--- config.mk ---
export PLATFORM = sky130hd
export DESIGN_NAME = dsp_status_unit
export DESIGN_NICKNAME = d
export VERILOG_FILES = /design/src/rtl/dsp_status_unit.sv
export SDC_FILE = /design/constraint.sdc
export NUM_CORES = 1
export LEC_CHECK = 0
export ABC_AREA = 1
export BUFFER_PORTS_ARGS = -buffer_cell sky130_fd_sc_hd__clkbuf_2
export CAP_MARGIN = 20
export CORE_MARGIN = 1.5
export CORE_UTILIZATION = 34
export CTS_CLUSTER_DIAMETER = 200
export DETAILED_ROUTE_END_ITERATION = 10
export HOLD_SLACK_MARGIN = 0.1
export PLACE_DENSITY = 0.75
export SKIP_CTS_REPAIR_TIMING = 1
export SLEW_MARGIN = 15
export SYNTH_ARGS = -nofsm -noshare
export SYNTH_HDL_FRONTEND = slang
export SYNTH_SLANG_ARGS = --single-unit
--- constraint.sdc ---
create_clock -name clk -period 1.33 [get_ports clk]
set_clock_uncertainty 0.2 [all_clocks]
set_input_delay 0.266 -clock clk [delete_from_list [all_inputs] [get_ports clk]]
set_output_delay 0.266 -clock clk [all_outputs]
set_load 0.03 [all_outputs]
--- src/rtl/dsp_status_unit.sv ---
module dsp_status_unit #(
  parameter int ACC_W = 40
) (
  input  logic             clk,
  input  logic             rst_n,
  input  logic             upd_vld,
  input  logic             upd_wide,
  input  logic [ACC_W-1:0] upd_value,
  input  logic             upd_carry,
  input  logic             upd_ovf,
  input  logic             upd_over32,
  input  logic             lz_wr,
  input  logic             lz_val,
  input  logic             sw_wr,
  input  logic [15:0]      sw_wdata,
  output logic [15:0]      sw_rdata,
  input  logic [3:0]       cond_code,
  output logic             cond_true,
  output logic [1:0]       mul_scale
);
  localparam int HI_W = ACC_W - 31;
  localparam int B_C = 0, B_V = 1, B_Z = 2, B_S = 3, B_O32 = 4, B_T2 = 5;
  localparam int B_VS = 7, B_LZ = 12, B_MM = 13;

  logic [15:0] sr, sr_nxt;
  logic [5:0]  grp;
  logic [HI_W-1:0] hi;

  assign hi = upd_value[ACC_W-1:31];

  always_comb begin
    grp = '0;
    grp[B_C] = upd_carry;
    grp[B_V] = upd_ovf;
    if (upd_wide) begin
      grp[B_Z]   = (upd_value == '0);
      grp[B_S]   = upd_value[ACC_W-1];
      grp[B_O32] = ~((&hi) | ~(|hi));
      grp[B_T2]  = (upd_value[31] == upd_value[30]);
    end else begin
      grp[B_Z]   = (upd_value[15:0] == 16'h0);
      grp[B_S]   = upd_value[15];
      grp[B_O32] = upd_over32;
      grp[B_T2]  = (upd_value[15] == upd_value[14]);
    end
  end

  always_comb begin
    sr_nxt = sw_wr ? sw_wdata : sr;
    if (lz_wr) sr_nxt[B_LZ] = lz_val;
    if (upd_vld) begin
      sr_nxt[5:0] = grp;
      if (upd_ovf) sr_nxt[B_VS] = 1'b1;
    end
  end

  always_ff @(posedge clk) begin
    if (!rst_n) sr <= '0;
    else        sr <= sr_nxt;
  end

  assign sw_rdata  = sr;
  assign mul_scale = sr[B_MM] ? 2'd1 : 2'd2;

  logic less, zf, cond_a;
  assign less   = sr[B_V] ^ sr[B_S];
  assign zf     = sr[B_Z];
  assign cond_a = (sr[B_O32] | sr[B_T2]) & ~zf;

  always_comb begin
    case (cond_code)
      4'h0: cond_true = ~less;
      4'h1: cond_true = less;
      4'h2: cond_true = ~less & ~zf;
      4'h3: cond_true = less | zf;
      4'h4: cond_true = ~zf;
      4'h5: cond_true = zf;
      4'h6: cond_true = ~sr[B_C];
      4'h7: cond_true = sr[B_C];
      4'h8: cond_true = ~sr[B_O32];
      4'h9: cond_true = sr[B_O32];
      4'hA: cond_true = cond_a;
      4'hB: cond_true = ~cond_a;
      4'hC: cond_true = ~sr[B_LZ];
      4'hD: cond_true = sr[B_LZ];
      4'hE: cond_true = sr[B_V];
      default: cond_true = 1'b1;
    endcase
  end

  p_carry_tracks_r2: assert property (@(posedge clk) disable iff (!rst_n)
    upd_vld |=> sr[B_C] == $past(upd_carry));
  p_ovf_sets_both_r3: assert property (@(posedge clk) disable iff (!rst_n)
    upd_vld && upd_ovf |=> sr[B_V] && sr[B_VS]);
  p_sticky_holds_r3: assert property (@(posedge clk) disable iff (!rst_n)
    sr[B_VS] && !sw_wr |=> sr[B_VS]);
  p_narrow_o32_r5: assert property (@(posedge clk) disable iff (!rst_n)
    upd_vld && !upd_wide |=> sr[B_O32] == $past(upd_over32));
  p_lz_untouched_r6: assert property (@(posedge clk) disable iff (!rst_n)
    upd_vld && !lz_wr && !sw_wr |=> $stable(sr[B_LZ]));
  p_lz_write_r6: assert property (@(posedge clk) disable iff (!rst_n)
    lz_wr |=> sr[B_LZ] == $past(lz_val));
  p_always_code_r10: assert property (@(posedge clk) disable iff (!rst_n)
    cond_code == 4'hF |-> cond_true);
  p_scale_legal_r11: assert property (@(posedge clk) disable iff (!rst_n)
    $countones(mul_scale) == 1);
endmodule

=== Word-level counts from Yosys, hierarchy flattened ===
Cells that the tools add are included.

* Bits in registers: 16

* Bitwise gates (word level): 14
* Reduce and logical (&&, ||, !) cells: 7
* Equal/unequal tests: 16
* Multiplexer cells: 8

{| class="wikitable"
|+ Operators with widths
! kind !! count
|-
| 40-bit logical NOT || 1
|-
| 4-bit == test, second input constant || 7
|-
| 4-bit by 3-bit == test with 1-bit output, second input constant || 4
|-
| 16-bit logical NOT || 1
|-
| 1-bit case mux with 15 select lines || 1
|-
| 13-bit 2-to-1 mux || 1
|-
| 9-bit AND reduction || 1
|-
| 9-bit OR reduction || 1
|-
| 4-bit by 2-bit == test with 1-bit output, second input constant || 2
|-
| 1-bit inverter || 8
|-
| 6-bit 2-to-1 mux || 1
|-
| 4-bit by 1-bit == test with 1-bit output, second input constant || 1
|-
| 4-bit logical NOT || 1
|-
| 4-bit 2-to-1 mux || 1
|-
| 2-bit nonzero test || 2
|-
| 1-bit 2-to-1 mux || 3
|-
| 1-bit OR || 3
|-
| 1-bit bitwise AND || 2
|-
| 1-bit == test || 2
|-
| 2-bit 2-to-1 mux || 1
|-
| 1-bit bitwise XOR || 1
|}

=== Depth between registers and ports, before layout ===
* Depth in word-level cells: 6
* Gate-level depth with buffers: 9

=== Worst setup path before layout ===
OpenSTA, ideal clock, no wires.

* Path type: register to output
* Start point: register sr[2], in the netlist sw_rdata[2]
* End point: output cond_true
* Required time: 864 ps
* Cell stages (with the launch flop): 8
* Arrival time: 1216 ps
* Path buffers: 0
* Path slack: -352 ps
* Path through: dfxtp_1 inv_1 nand2_1 o21ai_1 o21ai_0 nand2_1 nor2_1 nand2_1

* Cells in the longest elaborated chain, start to end: 4

{| class="wikitable"
|+ Ends and longest elaborated chain
! what !! RTL line !! RTL
|-
| from (decl) || 25 || <nowiki>logic [15:0] sr, sr_nxt;</nowiki>
|-
| from (signal assigned) || 59 || <nowiki>else sr <= sr_nxt;</nowiki>
|-
| 1-bit inverter || 68, 74, 76 ||
|-
| 1-bit bitwise AND || 68 || <nowiki>assign cond_a = (sr[B_O32] | sr[B_T2]) & ~zf;</nowiki>
|-
| 1-bit inverter || 83 || <nowiki>4'hB: cond_true = ~cond_a;</nowiki>
|-
| 1-bit case mux with 15 select lines * || 71 || <nowiki>case (cond_code)</nowiki>
|-
| to (decl) || 18 || <nowiki>output logic cond_true,</nowiki>
|}

Mark *: on every way between the ends. The rest lies on a longest branch, timed or not.

=== Worst setup path after layout ===
* Start point: register sr[1], in the netlist sw_rdata[1]
* End point: output cond_true

* Cells in the longest elaborated chain, start to end: 4

{| class="wikitable"
|+ Ends and longest elaborated chain
! what !! RTL line !! RTL
|-
| 1-bit bitwise XOR || 66 || <nowiki>assign less = sr[B_V] ^ sr[B_S];</nowiki>
|-
| 1-bit inverter || 72, 74 ||
|-
| 1-bit bitwise AND || 74 || <nowiki>4'h2: cond_true = ~less & ~zf;</nowiki>
|-
| 1-bit case mux with 15 select lines * || 71 ||
|}

Marked as above.

==> out/results.ini <==
[layout]
register_area_sq_um=347
drive_gt1_frac=0.444
mostFrequentLayoutCells=clkbuf_2, nor2_1, nand2_1
diodes=0
nNetsFinal=375
largest_reg_flops=16
syn2layout_area_growth_pct=86.6
multi_input_area_sq_um=676
fillers=284
final_common_cell=clkbuf_2

[cts]
cts_tree=built
worstSkewPairLatency_ns=0.29
clockBufferDepth=2
numCtsBuffers=3
root_buffer=clkbuf_4
clk_pin_slew_ns=0.10
htree_levels=1
cts.sinks=16

[pwr]
combPwrFrac=0.390
power.switching_uw=471
pwr-share-clk=0.231
ir_worst_vdd_v=0.000729
powerDensity_nw_per_um2=712
p_int_uw=953
p_leak_nw=1.06
finalPower_mw=1.42
power_frac_seq=0.380
swShare=0.331

[floorplan]
die-area_sq_um=3500
fp.dieW_um=59.2
fp.dieH_um=59.2
core_area_sq_um=3030
pin_count=89
initial_core_util=0.354
placementRows=20

[placement]
port_buffers=88
place_worst_setup_slack_ns=-0.351
hpwl_um=2690
place_congestion=0.800

[synth]
synth.distinct_cells=26
synth.yosys.seq_area_share=0.299
syn-num-nets=254
avgSynthCellArea_sq_um=5.89
syn_area_sq_um=1070
synth.ff_latch_count=16
yosysWarnings=0
syn_inst=182

[setup_path]
path_cells=buf_4 > nand2_1 > nand2_1 > o21ai_0 > a21oi_1 > a21oi_2 > nand2_2 > buf_6
cp_top_family=flip-flops
cpMostUsedCell=nand2_1
cp.arrival_ns=1.40
critPathMaxFanout=3
cp-start-kind=register
crit_required_ns=0.86
crit_path_max_incr_delay_ns=0.38
path_class=reg -> out
crit_buf_inv=2
endpoint_kind=primary output
cp_slowest_cell=dfxtp_4

[status]
violations=negative setup slack
status=finished with violations

[detailed_routing]
drt-initial-drc-count=99
drt_first_pass_iters=4
ant_nets=0
wirelength_um=3640
viasPerCell=4.56
route.detailed.drc=0
vias=1577
wl_per_cell_um=10.5

[global_route]
track_usage=0.197
grt_pass1_wl_um=5380
grt_pass1_vias=1370
grt.overflow.total=0
antenna_found_initial=0
grt_max_degree=14

[sta]
timing.final.crit_share=1.40
setup_violations=5
finalMaxSlewViolations=0
period_minus_slack_ns=1.86
hold_viol=0
slew_headroom=0.833
fmax_mhz=537
postLayoutSetupSlackWorst_ns=-0.533
rsz0062_at_grt=yes
worstMarginPinSlew_ns=0.250

[worst_hold_path]
hp-class=in -> reg

[flow_run]
drv_cap=0

## final timing paths
path	startpoint	to	slack [ns]	cells after the start
worst max-delay path	sw_rdata[1]	cond_true	-0.53	8
worst min-delay path	upd_value[39]	sw_rdata[4]	0.07	4
worst max register to register	sw_rdata[2]	sw_rdata[2]	0.18	5
worst min register to register	sw_rdata[7]	sw_rdata[7]	0.29	2
## power by group through the flow
stage,clock (mW),combinational (mW),sequential [mW]
after floorplan,0,0.172,0.609
after global placement,0,0.445,0.543
after detailed placement,0,0.451,0.544
after CTS,0.332,0.453,0.534
after global routing,0.360,0.610,0.545
final,0.329,0.555,0.540
## Yosys cell counts
| cell type | number | area, sq um |
|---|---|---|
| xnor2_2 | 1 | 16.3 |
| buf_1 | 1 | 3.75 |
| nand4_1 | 4 | 25.0 |
| a21oi_2 | 1 | 8.76 |
| nand2_1 | 42 | 158 |
| a31oi_1 | 4 | 25.0 |
| o21bai_1 | 1 | 7.51 |
| nor2_1 | 46 | 173 |
| buf_4 | 1 | 7.51 |
| nand3_1 | 9 | 45.0 |
| o221ai_1 | 1 | 8.76 |
| nor2_2 | 1 | 6.26 |
| inv_1 | 16 | 60.1 |
| o21ai_1 | 5 | 25.0 |
| o21ai_0 | 14 | 70.1 |
| clkinv_1 | 1 | 3.75 |
| nor3_2 | 1 | 10.0 |
| nand2_2 | 1 | 6.26 |
| dfxtp_1 | 16 | 320 |
| a21oi_1 | 4 | 20.0 |
| ha_1 | 2 | 25.0 |
| buf_2 | 1 | 5.00 |
| nor3_1 | 1 | 5.00 |
| a22oi_1 | 1 | 7.51 |
| inv_2 | 6 | 22.5 |
| o211ai_1 | 1 | 7.51 |
## stage by stage
stage          cell area (sq um)  std cells  hold slack, ns   util  TNS (ns)
3_3_place_gp                1680        324           0.266  0.554    -0.381
5_1_grt                     2000        346           0.108  0.661     -1.13
2_1_floorplan               1100        182           0.194      -    -0.139
3_5_place_dp                1680        324           0.271  0.554    -0.409
6_report                    2000        346          0.0744  0.661    -0.825
4_1_cts                     1710        328        -0.00602  0.566     -1.11
## layout make-up
type	count	area share
well taps	44	0.0275
multi-input cells	140	0.338
inverters	23	0.0444
repair buffers	119	0.399
clock buffers	4	0.0181
flip-flops and latches	16	0.173
## worst register-to-register path, stage by stage (launching register included)
cell,delay (ns)
dfxtp_4,0.37
inv_4,0.05
buf_4,0.12
o21ai_1,0.13
clkinv_1,0.09
a21oi_2,0.13
## cell families after synthesis
| group | share of synthesized area |
|---|---|
| AO/OA/AOI/OAI | 0.168 |
| flip-flops | 0.299 |
| AND/OR/NAND/NOR | 0.399 |
| XOR/XNOR | 0.0152 |
| adder cells (fa/ha/maj) | 0.0233 |
| buffers and inverters | 0.0957 |
## routing by layer
metal,up-vias,track usage,wire length (um)
li1,830,-,-
met1,688,0.233,1500
met2,55,0.349,1900
met3,4,0.0633,204
met4,0,0.0357,30
met5,-,0,0
Power figures use the tool's default switching activity.
